## config.mk

```make
export PLATFORM = sky130hd
export DESIGN_NAME = status_byte_agg
export DESIGN_NICKNAME = d
export VERILOG_FILES = /design/src/rtl/sbagg_pkg.sv /design/src/rtl/sbagg_enables.sv /design/src/rtl/sbagg_event_reg.sv /design/src/rtl/sbagg_summary.sv /design/src/rtl/status_byte_agg.sv
export SDC_FILE = /design/constraint.sdc
export NUM_CORES = 1
export LEC_CHECK = 0
export BUFFER_PORTS_ARGS = -buffer_cell sky130_fd_sc_hd__buf_2
export CELL_PAD_IN_SITES_DETAIL_PLACEMENT = 1
export CELL_PAD_IN_SITES_GLOBAL_PLACEMENT = 2
export CORE_MARGIN = 2
export CORE_UTILIZATION = 27
export CTS_CLUSTER_DIAMETER = 40
export DETAILED_ROUTE_END_ITERATION = 7
export PLACE_DENSITY_LB_ADDON = 0.1
export SLEW_MARGIN = 30
export SYNTH_ARGS = -nofsm -noshare
export SYNTH_HDL_FRONTEND = slang
export SYNTH_SLANG_ARGS = --single-unit
```

## constraint.sdc

```tcl
create_clock -name clk -period 1.8 [get_ports clk]
set_input_delay 0.36 -clock clk [delete_from_list [all_inputs] [get_ports clk]]
set_output_delay 0.36 -clock clk [all_outputs]
set_load 0.01 [all_outputs]
```

## src/rtl/sbagg_pkg.sv

```systemverilog
package sbagg_pkg;

    localparam int SB_W   = 8;
    localparam int ADDR_W = 2;

    // Status byte positions
    localparam int SB_ERRQ  = 2;
    localparam int SB_QUEST = 3;
    localparam int SB_MAV   = 4;
    localparam int SB_STD   = 5;
    localparam int SB_MSS   = 6;
    localparam int SB_OPER  = 7;

    // Event register positions
    localparam int EV_OPC = 0;
    localparam int EV_QRY = 2;
    localparam int EV_DEV = 3;
    localparam int EV_EXE = 4;
    localparam int EV_CMD = 5;
    localparam int EV_PON = 7;

    localparam logic [SB_W-1:0] EV_LIVE_MASK = 8'b1011_1101;
    localparam logic [SB_W-1:0] MSS_EXCLUDE  = 8'b1011_1111;

    typedef enum logic [ADDR_W-1:0] {
        A_STB = 2'd0,
        A_SRE = 2'd1,
        A_EVT = 2'd2,
        A_EEN = 2'd3
    } bus_addr_e;

    typedef struct packed {
        logic pon;
        logic cmd;
        logic exe;
        logic dev;
        logic qry;
        logic opc;
    } evt_pulse_t;

    typedef struct packed {
        logic oper;
        logic std_sum;
        logic mav;
        logic quest;
        logic errq;
    } sb_src_t;

    function automatic logic [SB_W-1:0] pulses_to_bits(input evt_pulse_t p);
        logic [SB_W-1:0] v;
        v = '0;
        v[EV_OPC] = p.opc;
        v[EV_QRY] = p.qry;
        v[EV_DEV] = p.dev;
        v[EV_EXE] = p.exe;
        v[EV_CMD] = p.cmd;
        v[EV_PON] = p.pon;
        return v;
    endfunction

endpackage

```

## src/rtl/sbagg_enables.sv

```systemverilog
module sbagg_enables
    import sbagg_pkg::*;
#(
    parameter int W = SB_W
) (
    input  logic         clk,
    input  logic         rst,
    input  logic         wr_sre,
    input  logic         wr_een,
    input  logic [W-1:0] wdata,
    output logic [W-1:0] sre_q,
    output logic [W-1:0] een_q
);
    always_ff @(posedge clk) begin
        if (rst) begin
            sre_q <= '0;
            een_q <= '0;
        end else begin
            if (wr_sre) sre_q <= wdata;
            if (wr_een) een_q <= wdata;
        end
    end
endmodule

```

## src/rtl/sbagg_event_reg.sv

```systemverilog
module sbagg_event_reg
    import sbagg_pkg::*;
#(
    parameter int W = SB_W
) (
    input  logic       clk,
    input  logic       rst,
    input  evt_pulse_t pulses,
    input  logic       clr,
    output logic [W-1:0] evt_q
);
    logic            pon_pend;
    evt_pulse_t      p_all;
    logic [W-1:0]    set_bits;
    logic [W-1:0]    kept;

    always_comb begin
        p_all     = pulses;
        p_all.pon = pulses.pon | pon_pend;
        set_bits  = pulses_to_bits(p_all);
        kept      = clr ? '0 : evt_q;
    end

    always_ff @(posedge clk) begin
        if (rst) begin
            evt_q    <= '0;
            pon_pend <= 1'b1;
        end else begin
            pon_pend <= 1'b0;
            evt_q    <= (kept | set_bits) & EV_LIVE_MASK;
        end
    end
endmodule

```

## src/rtl/sbagg_summary.sv

```systemverilog
module sbagg_summary
    import sbagg_pkg::*;
#(
    parameter int W = SB_W
) (
    input  sb_src_t      src,
    input  logic [W-1:0] sre,
    output logic [W-1:0] status_byte,
    output logic         mss
);
    logic [W-1:0] base;
    logic [W-1:0] masked;

    always_comb begin
        base           = '0;
        base[SB_ERRQ]  = src.errq;
        base[SB_QUEST] = src.quest;
        base[SB_MAV]   = src.mav;
        base[SB_STD]   = src.std_sum;
        base[SB_OPER]  = src.oper;
    end

    for (genvar i = 0; i < W; i++) begin : g_mask
        if (i == SB_MSS) begin : g_self
            assign masked[i] = 1'b0;
        end else begin : g_bit
            assign masked[i] = base[i] & sre[i] & MSS_EXCLUDE[i];
        end
    end

    assign mss = |masked;

    always_comb begin
        status_byte         = base;
        status_byte[SB_MSS] = mss;
    end
endmodule

```

## src/rtl/status_byte_agg.sv

```systemverilog
module status_byte_agg
    import sbagg_pkg::*;
(
    input  logic       clk,
    input  logic       rst,
    input  logic       evt_opc,
    input  logic       evt_qry_err,
    input  logic       evt_dev_err,
    input  logic       evt_exe_err,
    input  logic       evt_cmd_err,
    input  logic       errq_nonempty,
    input  logic       msg_avail,
    input  logic       quest_sum,
    input  logic       oper_sum,
    input  logic       bus_valid,
    input  logic       bus_write,
    input  logic [1:0] bus_addr,
    input  logic [7:0] bus_wdata,
    output logic [7:0] bus_rdata,
    output logic [7:0] status_byte,
    output logic       srq
);
    bus_addr_e   addr;
    logic        wr_sre, wr_een, evt_clr;
    logic [7:0]  sre_q, een_q, evt_q;
    evt_pulse_t  pulses;
    sb_src_t     src;

    assign addr    = bus_addr_e'(bus_addr);
    assign wr_sre  = bus_valid &  bus_write & (addr == A_SRE);
    assign wr_een  = bus_valid &  bus_write & (addr == A_EEN);
    assign evt_clr = bus_valid & ((bus_write & (addr == A_STB)) |
                                  (!bus_write & (addr == A_EVT)));

    always_comb begin
        pulses     = '0;
        pulses.opc = evt_opc;
        pulses.qry = evt_qry_err;
        pulses.dev = evt_dev_err;
        pulses.exe = evt_exe_err;
        pulses.cmd = evt_cmd_err;
    end

    sbagg_enables #(.W(SB_W)) u_en (
        .clk(clk), .rst(rst), .wr_sre(wr_sre), .wr_een(wr_een),
        .wdata(bus_wdata), .sre_q(sre_q), .een_q(een_q)
    );

    sbagg_event_reg #(.W(SB_W)) u_evt (
        .clk(clk), .rst(rst), .pulses(pulses), .clr(evt_clr), .evt_q(evt_q)
    );

    always_comb begin
        src.errq    = errq_nonempty;
        src.quest   = quest_sum;
        src.mav     = msg_avail;
        src.std_sum = |(evt_q & een_q);
        src.oper    = oper_sum;
    end

    sbagg_summary #(.W(SB_W)) u_sum (
        .src(src), .sre(sre_q), .status_byte(status_byte), .mss(srq)
    );

    always_comb begin
        unique case (addr)
            A_STB:   bus_rdata = status_byte;
            A_SRE:   bus_rdata = sre_q;
            A_EVT:   bus_rdata = evt_q;
            default: bus_rdata = een_q;
        endcase
    end
endmodule

```

# Word-level counts from Yosys, hierarchy flattened
# Cells that the tools add are included.
totals:
  regBits: 25
  wordCells: 29
  output_inout_bits: 17
classes:
  bitwise: 14
  mux: 3
  n_reduce_logical: 4
  n_eq_ne: 3
op_table:
  columns: ["operator", "count"]
  rows:
  - ["$pmux W8 S3", 1]
  - ["$and A1 B1 Y1", 11]
  - ["$and A8 B8 Y8", 1]
  - ["$mux W8", 1]
  - ["$or A8 B8 Y8", 1]
  - ["$reduce_or A8 Y1", 1]
  - ["$reduce_or A5 Y1", 1]
  - ["$eq A2 B2 Y1 const B", 2]
  - ["$eq A2 B1 Y1 const B", 1]
  - ["$logic_not A2 Y1", 1]
  - ["$logic_not A1 Y1", 1]
  - ["$mux W1", 1]
  - ["$or A1 B1 Y1", 1]

# Logic depth before layout (Yosys ltp)
logic_depth:
  depth_word: 6
  ltp_mapped: 5

# Modules after synthesis
# From an unflattened synthesis, not the netlist that was laid out.
unflattened:
  cells_unflattened: 114
  area_unflattened_um2: 1182.4
modules_own_cells:
  columns: ["module", "area_per_inst_um2", "cells_per_inst", "seq_area_each_um2", "instances"]
  rows:
  - ["sbagg_enables", 579.3, 52, 320.3, 1]
  - ["status_byte_agg", 269.0, 22, 0.0, 1]
  - ["sbagg_event_reg", 249.0, 28, 140.1, 1]
  - ["sbagg_summary", 85.1, 12, 0.0, 1]

# Least setup slack after synthesis
# Ideal clock, no wire load.
synth_timing:
  path_kind: "register to output"
  startpoint: "reg u_evt.evt_q[2]"
  endpoint: "out bus_rdata[5]"
  arrival_time_ns: 1.120
  required_time_ns: 1.440
  slack_ns: 0.320
  stages_incl_launch_ff: 4
  cell_sequence: "dfxtp_1 -> a22oi_2 -> nand3_2 -> mux4_2"
synth_via:
  elab_chain_cells: 3
synth_lines:
  columns: ["item", "line_no", "text"]
  rows:
  - ["start: declaration", "sbagg_event_reg.sv:10", "output logic [W-1:0] evt_q"]
  - ["start signal: assignment", "sbagg_event_reg.sv:30", "evt_q <= (kept | set_bits) & EV_LIVE_MASK;"]
  - ["$and A8 B8 Y8", "status_byte_agg.sv:57", "src.std_sum = |(evt_q & een_q);"]
  - ["$reduce_or A8 Y1", "status_byte_agg.sv:57", null]
  - ["net status_byte[5]", "status_byte_agg.sv:20", "output logic [7:0] status_byte,"]
  - ["$pmux W8 S3", "status_byte_agg.sv:66", "unique case (addr)"]
  - ["end: declaration", "status_byte_agg.sv:19", "output logic [7:0] bus_rdata,"]
# The timed path passes the listed nets, and every way through them passes these cells.

# Worst setup path in the final report
layout_timing:
  startpoint: "reg u_evt.evt_q[0]"
  endpoint: "out bus_rdata[5]"
layout_via:
  elab_chain_cells: 3
layout_lines:
  columns: ["item", "line_no"]
  rows:
  - ["$and A8 B8 Y8", "status_byte_agg.sv:57"]
  - ["$reduce_or A8 Y1", "status_byte_agg.sv:57"]
  - ["$pmux W8 S3", "status_byte_agg.sv:66"]
# No other way between the ends.

==> flow_summary.ini <==
[timing]
whs_ns = 0.302
period_minus_slack_ns = 1.91
rsz0062_at_grt = yes
slew_violations = 0
finalCritPeriodShare_pct = 106
max_freq_mhz = 523
setup_slack_ns = -0.112
final_hold_viol_count = 0
setup_violations = 3
clock_skew_ns = 0.000278
fin_tns_setup_ns = -0.227

[yosys]
synth-async-reset-ratio_pct = 0
synth-seq-area-share_pct = 41.5
synth_cell_types = 28
yosys.area.top_type = dfxtp_1
synth_edf_count = 0
ys_top_cells_by_area = dfxtp_1, nand2_1, a21oi_1
syn_inst = 125
synth.most_common_cell = nand2_1
synthTopCellsByCount = nand2_1, a21oi_1, dfxtp_1, buf_4, nor2_1
ys_ff_latch = 23
synth_ff_type = dfxtp_1
syn_area_per_cell_um2 = 8.87
yosys_warnings = 0
netlist.area_leader.share_pct = 41.5
synthesis.area_um2 = 1110

[clock_network]
clk_latency_ns = 0.27
clkSlewWorstSetupHoldPaths_ns = 0.08
cts_hold_buf = 0
clockRootBuffer = clkbuf_8
cts_sinks = 23
cts_tree = done
cts-htree-levels = 1
clk_path_buf_depth = 2
numCtsBuffers = 3

[drt]
totalWireLength_mm = 3.18
drc_errors = 0
drt_iter0_drc = 31
wl_per_cell_um = 15.1
ant_nets = 0
via_count = 1006
vias_per_cell = 4.77
drtPass1Iterations = 4

[pwr]
p_per_area_nw_per_um2 = 738
p_int_mw = 0.762
swShare_pct = 25.8
p_sw_mw = 0.266
ir_worst_vdd_mv = 0.247
power.total_mw = 1.03
p_clk_share_pct = 31.9
p_seq_share_pct = 52.8
comb_power_share_pct = 15.2
leakage_nw = 0.592

[floorplan]
dieWidth_um = 68.1
initial_core_util_pct = 27.9
rows = 23
die_h_um = 68.1
dieArea_um2 = 4630
core_um2 = 3970
pin_count = 40

[critical_path]
endpoint_kind = output pin
cp_top_family = multiplexers
worstSetupPathType = reg -> out
cp.arrival_ns = 1.55
cp_slowest_cell = mux4_2
r2r_end = u_en.een_q[0]$_SDFFE_PP0P_
crit_path_cell_trace = a22oi_2 > nand3_2 > mux4_2 > buf_6
crit_path_start_kind = register
rrSetupSlack_ns = 1.07
crit_buf_inv = 1
reg2reg_depth = 3
slowest_delay_ns = 0.49
worstPathMaxFanout = 3
r2r-start = u_en.een_q[0]$_SDFFE_PP0P_
critical_path_required_ns = 1.44

[job]
cap_violations = 0

[global_route]
track_usage_pct = 15.1
grt_overflow = 0
grt_pass1_vias = 1003
grt_max_degree = 24
grt_pass1_wl_mm = 4.97
antenna_found_initial = 0

[finish]
final_cells = 211
area_growth_pct = 25.6
utilization_pct = 35.1
drive_gt1_share_pct = 37.9
n_antenna_cell = 0
final_nets = 185
fillers = 490

[place]
portBuffers = 37
dp_cells = 202
place_congestion = 0.737
dp_hpwl_mm = 2.38

[min_path]
holdPathStages = 3
min_from = evt_cmd_err
hp-class = in -> reg
whs_endpoint = u_evt.evt_q[5]$_SDFF_PP0_

[outcome]
violations = setup timing
status = complete, but fails checks
==> timing repair <==
item,in CTS,in global routing
setup buffers,4,2
gates resized for setup,1,6
endpoints found under the setup margin,2,3
pin swaps,2,3
==> layout by cell type, fill, tap and decap left out <==
cell type,Yosys,routed
a21boi_0,1,1
a21o_2,1,1
a21oi_1,23,23
a22o_1,1,1
a22oi_1,2,2
a22oi_2,3,3
and3_1,1,1
and4_1,1,1
buf_2,2,35
buf_4,8,5
buf_6,1,4
clkbuf_1,2,1
clkbuf_8,0,3
conb_1,1,2
dfxtp_1,23,20
dfxtp_2,0,3
mux2_2,1,1
mux2i_1,1,1
mux4_1,1,1
mux4_2,4,4
nand2_1,33,33
nand3_1,1,1
nand3_2,1,1
nand3b_1,1,1
nand4_1,1,1
nor2_1,7,7
nor2b_1,1,1
nor2b_2,1,1
o21a_1,1,1
xor2_1,1,1
==> cells by family (layout without fill, tap and decap cells) <==
kind of cell | count (synthesis) | count (layout) | synth area share [%]
buffers and inverters | 13 | 48 | 8.01
xor gates and xnor gates | 1 | 1 | 0.790
DFF | 23 | 23 | 41.5
other | 1 | 2 | 0.338
AOI/OAI and AO/OA | 32 | 32 | 18.1
muxes | 7 | 7 | 12.4
and+or+nand+nor | 48 | 48 | 18.9
==> layout make-up <==
type | count | area, µm² | share of cell area, %
Sequential cell | 23 | 464 | 33.3
Tap cell | 50 | 62.6 | 4.49
Clock buffer | 4 | 45.0 | 3.23
Multi-Input combinational cell | 90 | 563 | 40.4
Timing Repair Buffer | 44 | 258 | 18.5
==> per-layer routing <==
layer	GRT usage (%)	wire length [µm]	vias to the layer above
li1	-	-	500
met1	19.5	1470	471
met2	24.9	1480	30
met3	2.63	175	5
met4	6.00	52	0
met5	0	0	-
==> flip-flops by register name (all words and copies together), names as in the netlist <==
name            count
u_evt.pon_pend      1
u_en.sre_q          8
u_evt.evt_q         6
u_en.een_q          8
==> how the worst max path moves through the flow <==
| stage | start | end | slack (ns) | depth (start not counted) |
|---|---|---|---|---|
| floorplan | u_evt.evt_q[2]$_SDFF_PP0_ | bus_rdata[5] | 0.32 | 3 |
| global placement | bus_addr[1] | bus_rdata[2] | 0.09 | 3 |
| detailed placement | bus_addr[1] | bus_rdata[2] | 0.09 | 3 |
| CTS | u_en.een_q[0]$_SDFFE_PP0P_ | bus_rdata[5] | -0.14 | 4 |
| global route | u_evt.evt_q[0]$_SDFF_PP0_ | bus_rdata[5] | -0.16 | 4 |
| finish | u_evt.evt_q[0]$_SDFF_PP0_ | bus_rdata[5] | -0.11 | 4 |
==> metrics by stage <==
stage | setup slack (ns) | instance area [µm²]
after floorplan | 0.320 | 1110
after global placement | 0.0912 | 1290
after detailed placement | 0.0928 | 1290
after CTS | -0.139 | 1360
after global routing | -0.164 | 1390
final | -0.112 | 1390
==> worst min-delay path, cell delays in order <==
cell and delay (ns):
buf_2 0.08, a21oi_1 0.03, nor2_1 0.06
==> power by group through the flow <==
stage	sequential (mW)	combinational (mW)	clock [mW]
final	0.543	0.157	0.328
after global routing	0.546	0.174	0.358
after CTS	0.543	0.153	0.339
after detailed placement	0.555	0.147	0
after global placement	0.554	0.143	0
after floorplan	0.550	0.0928	0
Note: power is estimated with default switching activity, not from simulation.
